<file path="config.mk">
export PLATFORM = sky130hd
export DESIGN_NAME = banked_gpio_ctrl
export DESIGN_NICKNAME = d
export VERILOG_FILES = /design/src/rtl/bpc_pkg.sv /design/src/rtl/bpc_event.sv /design/src/rtl/bpc_ctrl.sv /design/src/rtl/bpc_datapath.sv /design/src/rtl/banked_gpio_ctrl.sv
export SDC_FILE = /design/constraint.sdc
export NUM_CORES = 1
export LEC_CHECK = 0
export BUFFER_PORTS_ARGS = -buffer_cell sky130_fd_sc_hd__buf_4
export CAP_MARGIN = 20
export CORE_MARGIN = 8
export CORE_UTILIZATION = 45
export CTS_BUF_LIST = sky130_fd_sc_hd__clkbuf_4 sky130_fd_sc_hd__clkbuf_8
export DETAILED_ROUTE_END_ITERATION = 10
export PLACE_DENSITY_LB_ADDON = 0.05
export SETUP_SLACK_MARGIN = 0.02
export SLEW_MARGIN = 20
export SYNTH_ARGS = -nofsm -noshare
export SYNTH_HDL_FRONTEND = slang
export SYNTH_SLANG_ARGS = --single-unit
</file>
<file path="constraint.sdc">
create_clock -name clk -period 2.49 [get_ports clk]
set_clock_uncertainty 0.15 [all_clocks]
set_input_delay 0.1245 -clock clk [delete_from_list [all_inputs] [get_ports clk]]
set_output_delay 0.1245 -clock clk [all_outputs]
set_load 0.005 [all_outputs]
</file>
<file path="src/rtl/bpc_pkg.sv">
package bpc_pkg;
  localparam int BANK_PINS = 32;
  localparam int WIN_BITS  = 9;

  typedef enum logic [3:0] {
    R_DIN, R_DOUT, R_OE, R_TYPE, R_DUAL, R_POL, R_MASK,
    R_RAW, R_MSTAT, R_CLR, R_PSEL, R_PEN, R_DRV0, R_DRV1, R_DRV2
  } regId_e;

  typedef struct packed {
    logic   wr;
    logic   hit;
    regId_e id;
  } strobe_t;
endpackage

</file>
<file path="src/rtl/bpc_event.sv">
module bpc_event #(
  parameter int W = 32
) (
  input  logic         clk,
  input  logic         rstN,
  input  logic [W-1:0] padIn,
  input  logic [W-1:0] typeLvl,
  input  logic [W-1:0] dualEdge,
  input  logic [W-1:0] polHigh,
  output logic [W-1:0] hit,
  output logic [W-1:0] syncOut
);
  logic [W-1:0] meta, cur, prev;
  logic [W-1:0] rise, fall, lvlHit, edgeHit;

  always_ff @(posedge clk or negedge rstN) begin
    if (!rstN) begin
      meta <= '0;
      cur  <= '0;
      prev <= '0;
    end else begin
      meta <= padIn;
      cur  <= meta;
      prev <= cur;
    end
  end

  always_comb begin
    rise    = cur & ~prev;
    fall    = ~cur & prev;
    lvlHit  = ~(cur ^ polHigh);
    edgeHit = (dualEdge & (rise | fall)) |
              (~dualEdge & ((polHigh & rise) | (~polHigh & fall)));
    hit     = (typeLvl & lvlHit) | (~typeLvl & edgeHit);
  end

  assign syncOut = cur;
endmodule

</file>
<file path="src/rtl/bpc_ctrl.sv">
module bpc_ctrl import bpc_pkg::*; #(
  parameter int ADDR_W    = 16,
  parameter int NUM_BANKS = 2,
  parameter int BANK_W    = 1
) (
  input  logic              regWe,
  input  logic [ADDR_W-1:0] regAddr,
  output strobe_t           strobe,
  output logic [BANK_W-1:0] bankSel
);
  localparam int UP_W = ADDR_W - WIN_BITS;

  logic [UP_W-1:0] upper;
  logic            bankOk;
  logic            offHit;
  regId_e          id;

  assign upper   = regAddr[ADDR_W-1:WIN_BITS];
  assign bankOk  = upper < UP_W'(NUM_BANKS);
  assign bankSel = upper[BANK_W-1:0];

  always_comb begin
    offHit = 1'b1;
    id     = R_DIN;
    case (regAddr[WIN_BITS-1:0])
      9'h000:  id = R_DIN;
      9'h004:  id = R_DOUT;
      9'h008:  id = R_OE;
      9'h00C:  id = R_TYPE;
      9'h010:  id = R_DUAL;
      9'h014:  id = R_POL;
      9'h018:  id = R_MASK;
      9'h01C:  id = R_RAW;
      9'h020:  id = R_MSTAT;
      9'h024:  id = R_CLR;
      9'h034:  id = R_PSEL;
      9'h038:  id = R_PEN;
      9'h058:  id = R_DRV0;
      9'h05C:  id = R_DRV1;
      9'h060:  id = R_DRV2;
      default: offHit = 1'b0;
    endcase
  end

  always_comb begin
    strobe.hit = offHit & bankOk;
    strobe.wr  = regWe & offHit & bankOk;
    strobe.id  = id;
  end
endmodule

</file>
<file path="src/rtl/bpc_datapath.sv">
module bpc_datapath import bpc_pkg::*; #(
  parameter int PIN_COUNT = 40,
  parameter int NUM_BANKS = 2,
  parameter int BANK_W    = 1
) (
  input  logic                   clk,
  input  logic                   rstN,
  input  strobe_t                strobe,
  input  logic [BANK_W-1:0]      bankSel,
  input  logic [31:0]            wdata,
  input  logic [PIN_COUNT-1:0]   pinIn,
  output logic [31:0]            rdata,
  output logic [PIN_COUNT-1:0]   pinOut,
  output logic [PIN_COUNT-1:0]   pinOe,
  output logic [PIN_COUNT-1:0]   pullUpEn,
  output logic [PIN_COUNT-1:0]   pullDnEn,
  output logic [3*PIN_COUNT-1:0] drvCode,
  output logic                   irq
);
  localparam int TOT = NUM_BANKS * BANK_PINS;

  function automatic logic [TOT-1:0] validBits();
    logic [TOT-1:0] v;
    for (int i = 0; i < TOT; i++) v[i] = (i < PIN_COUNT);
    return v;
  endfunction
  localparam logic [TOT-1:0] VALID = validBits();

  logic [TOT-1:0] padIn;
  logic [TOT-1:0] maskQ, rawQ, rdFlat;

  assign padIn = TOT'(pinIn);

  for (genvar b = 0; b < NUM_BANKS; b++) begin : gBank
    localparam logic [31:0] VM = VALID[b*BANK_PINS +: BANK_PINS];
    localparam int CNT = (PIN_COUNT - b*BANK_PINS > BANK_PINS) ? BANK_PINS
                                                              : PIN_COUNT - b*BANK_PINS;
    logic [31:0] dout, oe, typ, dual, pol, msk, raw, psel, pen, d0, d1, d2;
    logic [31:0] hit, syncV, wVal, clrV, rdV;
    logic        wrHere;

    assign wrHere = strobe.wr && (bankSel == BANK_W'(b));
    assign wVal   = wdata & VM;
    assign clrV   = (wrHere && strobe.id == R_CLR) ? wdata : '0;

    bpc_event #(.W(BANK_PINS)) uEv (
      .clk(clk), .rstN(rstN), .padIn(padIn[b*BANK_PINS +: BANK_PINS]),
      .typeLvl(typ), .dualEdge(dual), .polHigh(pol),
      .hit(hit), .syncOut(syncV)
    );

    always_ff @(posedge clk or negedge rstN) begin
      if (!rstN) begin
        dout <= '0; oe <= '0; typ <= '0; dual <= '0; pol <= '0; msk <= '0;
        raw <= '0; psel <= '0; pen <= '0; d0 <= '0; d1 <= '0; d2 <= '0;
      end else begin
        raw <= (raw & ~clrV) | (hit & VM);
        if (wrHere) begin
          case (strobe.id)
            R_DOUT:  dout <= wVal;
            R_OE:    oe   <= wVal;
            R_TYPE:  typ  <= wVal;
            R_DUAL:  dual <= wVal;
            R_POL:   pol  <= wVal;
            R_MASK:  msk  <= wVal;
            R_PSEL:  psel <= wVal;
            R_PEN:   pen  <= wVal;
            R_DRV0:  d0   <= wVal;
            R_DRV1:  d1   <= wVal;
            R_DRV2:  d2   <= wVal;
            default: ;
          endcase
        end
      end
    end

    always_comb begin
      case (strobe.id)
        R_DIN:   rdV = syncV & VM;
        R_DOUT:  rdV = dout;
        R_OE:    rdV = oe;
        R_TYPE:  rdV = typ;
        R_DUAL:  rdV = dual;
        R_POL:   rdV = pol;
        R_MASK:  rdV = msk;
        R_RAW:   rdV = raw;
        R_MSTAT: rdV = raw & msk;
        R_PSEL:  rdV = psel;
        R_PEN:   rdV = pen;
        R_DRV0:  rdV = d0;
        R_DRV1:  rdV = d1;
        R_DRV2:  rdV = d2;
        default: rdV = '0;
      endcase
    end

    assign rdFlat[b*BANK_PINS +: BANK_PINS] = rdV;
    assign maskQ[b*BANK_PINS +: BANK_PINS]  = msk;
    assign rawQ[b*BANK_PINS +: BANK_PINS]   = raw;

    assign pinOut[b*BANK_PINS +: CNT]   = dout[CNT-1:0];
    assign pinOe[b*BANK_PINS +: CNT]    = oe[CNT-1:0];
    assign pullUpEn[b*BANK_PINS +: CNT] = pen[CNT-1:0] & psel[CNT-1:0];
    assign pullDnEn[b*BANK_PINS +: CNT] = pen[CNT-1:0] & ~psel[CNT-1:0];

    for (genvar k = 0; k < CNT; k++) begin : gDrv
      assign drvCode[3*(b*BANK_PINS+k) +: 3] = {d2[k], d1[k], d0[k]};
    end
  end

  assign rdata = strobe.hit ? rdFlat[int'(bankSel)*BANK_PINS +: BANK_PINS] : '0;
  assign irq   = |(rawQ & maskQ);
endmodule

</file>
<file path="src/rtl/banked_gpio_ctrl.sv">
module banked_gpio_ctrl import bpc_pkg::*; #(
  parameter int PIN_COUNT = 40,
  parameter int ADDR_W    = 16
) (
  input  logic                   clk,
  input  logic                   rstN,
  input  logic                   regWe,
  input  logic [ADDR_W-1:0]      regAddr,
  input  logic [31:0]            regWdata,
  output logic [31:0]            regRdata,
  input  logic [PIN_COUNT-1:0]   pinIn,
  output logic [PIN_COUNT-1:0]   pinOut,
  output logic [PIN_COUNT-1:0]   pinOe,
  output logic [PIN_COUNT-1:0]   pullUpEn,
  output logic [PIN_COUNT-1:0]   pullDnEn,
  output logic [3*PIN_COUNT-1:0] drvCode,
  output logic                   irq
);
  localparam int NUM_BANKS = (PIN_COUNT + BANK_PINS - 1) / BANK_PINS;
  localparam int BANK_W    = (NUM_BANKS > 1) ? $clog2(NUM_BANKS) : 1;

  strobe_t           strobe;
  logic [BANK_W-1:0] bankSel;

  bpc_ctrl #(.ADDR_W(ADDR_W), .NUM_BANKS(NUM_BANKS), .BANK_W(BANK_W)) uCtrl (
    .regWe(regWe), .regAddr(regAddr), .strobe(strobe), .bankSel(bankSel)
  );

  bpc_datapath #(.PIN_COUNT(PIN_COUNT), .NUM_BANKS(NUM_BANKS), .BANK_W(BANK_W)) uDp (
    .clk(clk), .rstN(rstN), .strobe(strobe), .bankSel(bankSel), .wdata(regWdata),
    .pinIn(pinIn), .rdata(regRdata), .pinOut(pinOut), .pinOe(pinOe),
    .pullUpEn(pullUpEn), .pullDnEn(pullDnEn), .drvCode(drvCode), .irq(irq)
  );
endmodule

</file>
==> qor.txt <==
======================================================================================================
Pre-CTS WS ..............................................................................   -0.6088 ns
Failing checks .......................................................................... setup timing
DRC violation count after routing .......................................................            0
End point of the worst hold path ........................................................ uDp.gBank[1].d0[1]
Cell chosen for the clock root .......................................................... sky130_fd_sc_hd__clkbuf_8
Total number of clock tree sinks ........................................................          624
Worst Reg2Reg Path Length in Cells ......................................................            6
Die ar. .................................................................................    73790 um2
Internal ................................................................................     16.60 mW
Req. time, crit path ....................................................................      2.22 ns
Switching power .........................................................................     5.184 mW
Start point of the worst min-delay path .................................................        regWe
TritonCTS clock tree ....................................................................         done
Post-synth EDFFs ........................................................................            0
Weighted congestion reported at the end of routability-driven placement .................       0.9614
Worst Setup Start Kind ..................................................................     register
Leakage dissipation .....................................................................     19.95 nW
Number of levels in the clock H-tree ....................................................            3
Detailed-routing iteration count for the pre-antenna-repair pass ........................            6
Clock latency at the later pin of the worst-skew pair ...................................      0.72 ns
Setup Viol. Count Final .................................................................           29
Placed wire-length estimate .............................................................     82.70 mm
Number of placed I/O pins ...............................................................          404
Sort of element at the end of the critical path ......................................... primary output
Launch instance of the worst register-to-register path .................................. uDp.gBank[1].uEv.syncOut[1]
Area taken by multi-input logic gates ...................................................    13730 um2
Count of non-filler cells in the finished layout ........................................         4110
PD cells ................................................................................ 527.2 nW/um2
Routed wire length per instance .........................................................     28.83 um
Num CTS Buffers .........................................................................          108
Main flop type after synthesis .......................................................... sky130_fd_sc_hd__dfrtp_1
PnR worst setup slack ...................................................................   -0.3775 ns
Most common library cells after synthesis ............................................... 624 x sky130_fd_sc_hd__dfrtp_1, 424 x sky130_fd_sc_hd__mux2_2, 130 x sky130_fd_sc_hd__nand2_1
Count of maximum capacitance violations .................................................            0
Crit share post-route ...................................................................       115.2%
Slowest library cell on the worst path .................................................. sky130_fd_sc_hd__dfrtp_2
Unrepaired setup endpoints after global routing .........................................          yes
Vertical die dimension ..................................................................     271.6 um
Placement Rows ..........................................................................           93
Largest area contributor in the synthesized netlist ..................................... sky130_fd_sc_hd__dfrtp_1
Total chip power ........................................................................     21.78 mW
Fraction of power spent switching nets ..................................................       23.80%
Fillers .................................................................................         5128
First-pass GRT wire length ..............................................................     174.5 mm
Placed Instance Area ....................................................................    35630 um2
Most common cell in the netlist ......................................................... sky130_fd_sc_hd__dfrtp_1
Post-route worst hold slack .............................................................   0.07105 ns
Worst setup path category ...............................................................   reg -> out
Max VDD drop ............................................................................  0.0003623 V
Portion of the post-synthesis area used by sequential elements ..........................       53.10%
Initial standard-cell utilization of the core ...........................................       45.54%
Clock Tree Buf Depth ....................................................................            3
Total congestion overflow ...............................................................            0
Number of antenna violations at the first check in global routing .......................            2
Area share of the largest cell type after synthesis .....................................       53.10%
Async set or reset register ratio after synthesis .......................................       100.0%
Part of the total power dissipated in the clock network .................................        46.2%
Area of the core region .................................................................    64580 um2
Number of DRC violations after detailed-routing iteration 0 .............................         2405
Mean instance size in the synthesized netlist ...........................................    12.53 um2
#FFs+latches synth ......................................................................          624
Cell-by-cell trace of the critical path ................................................. a22oi_2 > and3_4 > nand4_1 > nor4_2 > buf_4 > nand4_1 > buf_4
Layout overhead on the synthesized area .................................................       40.49%
Min cycle time layout ...................................................................     2.868 ns
Hold Fails Final Rpt ....................................................................            0
Max-slew violation total from the final report ..........................................            0
Post-synthesis instance area ............................................................    29410 um2
Count of buffers inserted at the top-level ports ........................................          403
Headroom to the max-slew limit ..........................................................       67.07%
Setup TNS ...............................................................................    -3.052 ns
FF-to-FF setup slack ....................................................................      0.67 ns
Critical Path Max Stage Delay ...........................................................      0.47 ns
Largest net degree at the start of global routing .......................................           66
Part of the total power dissipated in sequential elements ...............................        47.5%
Largest fanout on the critical path .....................................................            2
Distinct cell type count after synthesis ................................................           69
Vias in the first global route ..........................................................        25831
Wire length after detailed routing ......................................................     118.5 mm
Area of all placed cells without fillers ................................................    41310 um2
Flip-flop and latch area ................................................................    15630 um2
# nets final ............................................................................         3349
Vias ....................................................................................        24464
Part of the total power dissipated in combinational logic ...............................         6.3%
Clock transition at the register clock pins on the worst setup and hold paths after CTS .      0.06 ns
Result of the run ....................................................................... finished with violations
Placed instance count ...................................................................         3722
Detail Route Antenna Nets ...............................................................            0
R2r endpoint ............................................................................ uDp.gBank[1].raw[1]
Worst Tran Pin Value ....................................................................    0.4814 ns
Net Count, Synth ........................................................................         2517
Leading post-synthesis cells by cell area ............................................... sky130_fd_sc_hd__dfrtp_1 53%, sky130_fd_sc_hd__mux2_2 16%, sky130_fd_sc_hd__ha_1 3.4%, sky130_fd_sc_hd__a22oi_1 3.2%, sky130_fd_sc_hd__a211oi_1 2.5%
Syn Inst Count ..........................................................................         2346
Depth of the worst hold-timing path .....................................................            6
Overall Global Routing Usage ............................................................       31.30%
Core Util, Final ........................................................................       63.97%
Arr. time, crit path ....................................................................      2.59 ns
Peak clock frequency supported by timing ................................................    348.7 MHz
Layout cell share with drive strength beyond 1 ..........................................       48.54%
Hold/Removal Path Class .................................................................    in -> reg
Width of the chip .......................................................................     271.6 um
Total of warnings raised by yosys .......................................................            0
Via count normalized by instance count ..................................................        5.952
======================================================================================================
worst max-delay path by stage:
stage | start | slack (ns) | end
2_1_floorplan | regAddr[12] | 0.25 | uDp.gBank[0].d1[11]
3_3_place_gp | regAddr[7] | -0.60 | regRdata[31]
3_5_place_dp | regAddr[7] | -0.61 | regRdata[31]
4_1_cts | uDp.gBank[0].raw[20] | -0.42 | irq
5_1_grt | uDp.gBank[0].raw[20] | -0.43 | irq
6_report | uDp.gBank[0].raw[20] | -0.38 | irq
timing repair:
item,CTS,global route
pin swaps,105,73
gates resized for setup,241,61
setup buffers,72,22
cloned,3,3
endpoints found under the hold margin,1168,0
hold buffers,115,0
endpoints found under the setup margin,33,62
state kept, by name (all words and copies together), names as in the netlist:
signal	cells
uDp.gBank.d2	40
uDp.gBank.raw	64
uDp.gBank.dual	40
uDp.gBank.uEv.meta	40
uDp.gBank.uEv.syncOut	40
uDp.gBank.uEv.prev	40
uDp.gBank.pol	40
uDp.gBank.oe	40
uDp.gBank.pen	40
uDp.gBank.dout	40
uDp.gBank.msk	40
uDp.gBank.typ	40
uDp.gBank.d0	40
uDp.gBank.psel	40
uDp.gBank.d1	40
power by group through the flow:
stage	registers, mW	logic, mW	clock network [mW]
after floorplan	10.5	0.396	0
after global placement	10.5	1.09	0
after detailed placement	10.5	1.11	0
after CTS	10.4	1.33	10.2
after global routing	10.4	1.48	10.7
final	10.4	1.36	10.1
cells in the final DEF, fill, tap and decap left out, drive strengths merged, types with 32 or more instances in the layout:
cell         netlist  final
nand2            130    130
xnor2             40     40
a221oi            49     49
inv               85     89
a211oi            97     97
ha                80     80
buf               90    760
dlygate4sd3        0    114
a21oi             54     54
mux2             446    446
a22oi            124    124
a221o             44     44
nor2b             89     89
nor2              32     32
dfrtp            624    624
and2              42     42
clkbuf            66    170
logic make-up (layout without fill, tap and decap cells):
logic type	after synthesis	in the layout	synth area share, %
AOI/OAI and AO/OA	511	511	13.32
xor gates and xnor gates	40	40	1.191
adders and majority gates	81	81	3.438
buffers and inverters	241	1148	3.804
DFF	624	624	53.10
muxes	471	471	17.97
other	0	2	0
and+or+nand+nor	378	378	7.178
per-layer routing:
| metal | track usage (%) | wire [um] |
|---|---|---|
| met1 | 42.92 | 50120 |
| met2 | 48.78 | 54130 |
| met3 | 7.561 | 10320 |
| met4 | 9.964 | 3922 |
| met5 | 0 | 0 |
worst max-delay path, delay by kind of cell (launching register included):
family | cells | cell delay (ns)
buffers and inverters | 2 | 0.38
AO/OA/AOI/OAI | 1 | 0.16
AND/OR/NAND/NOR | 4 | 0.85
flip-flops | 1 | 0.47
cell type report:
class                           count  area share (%)
Antenna cell                        2         0.01211
Clock buffer                      167           5.094
Clock inverter                     18          0.5421
Inverter                           85          0.7723
Multi-Input combinational cell   1481           33.24
Sequential cell                   624           37.84
Tap cell                          855           2.589
Timing Repair Buffer              878           19.91
(Power assumes the default switching activity.)
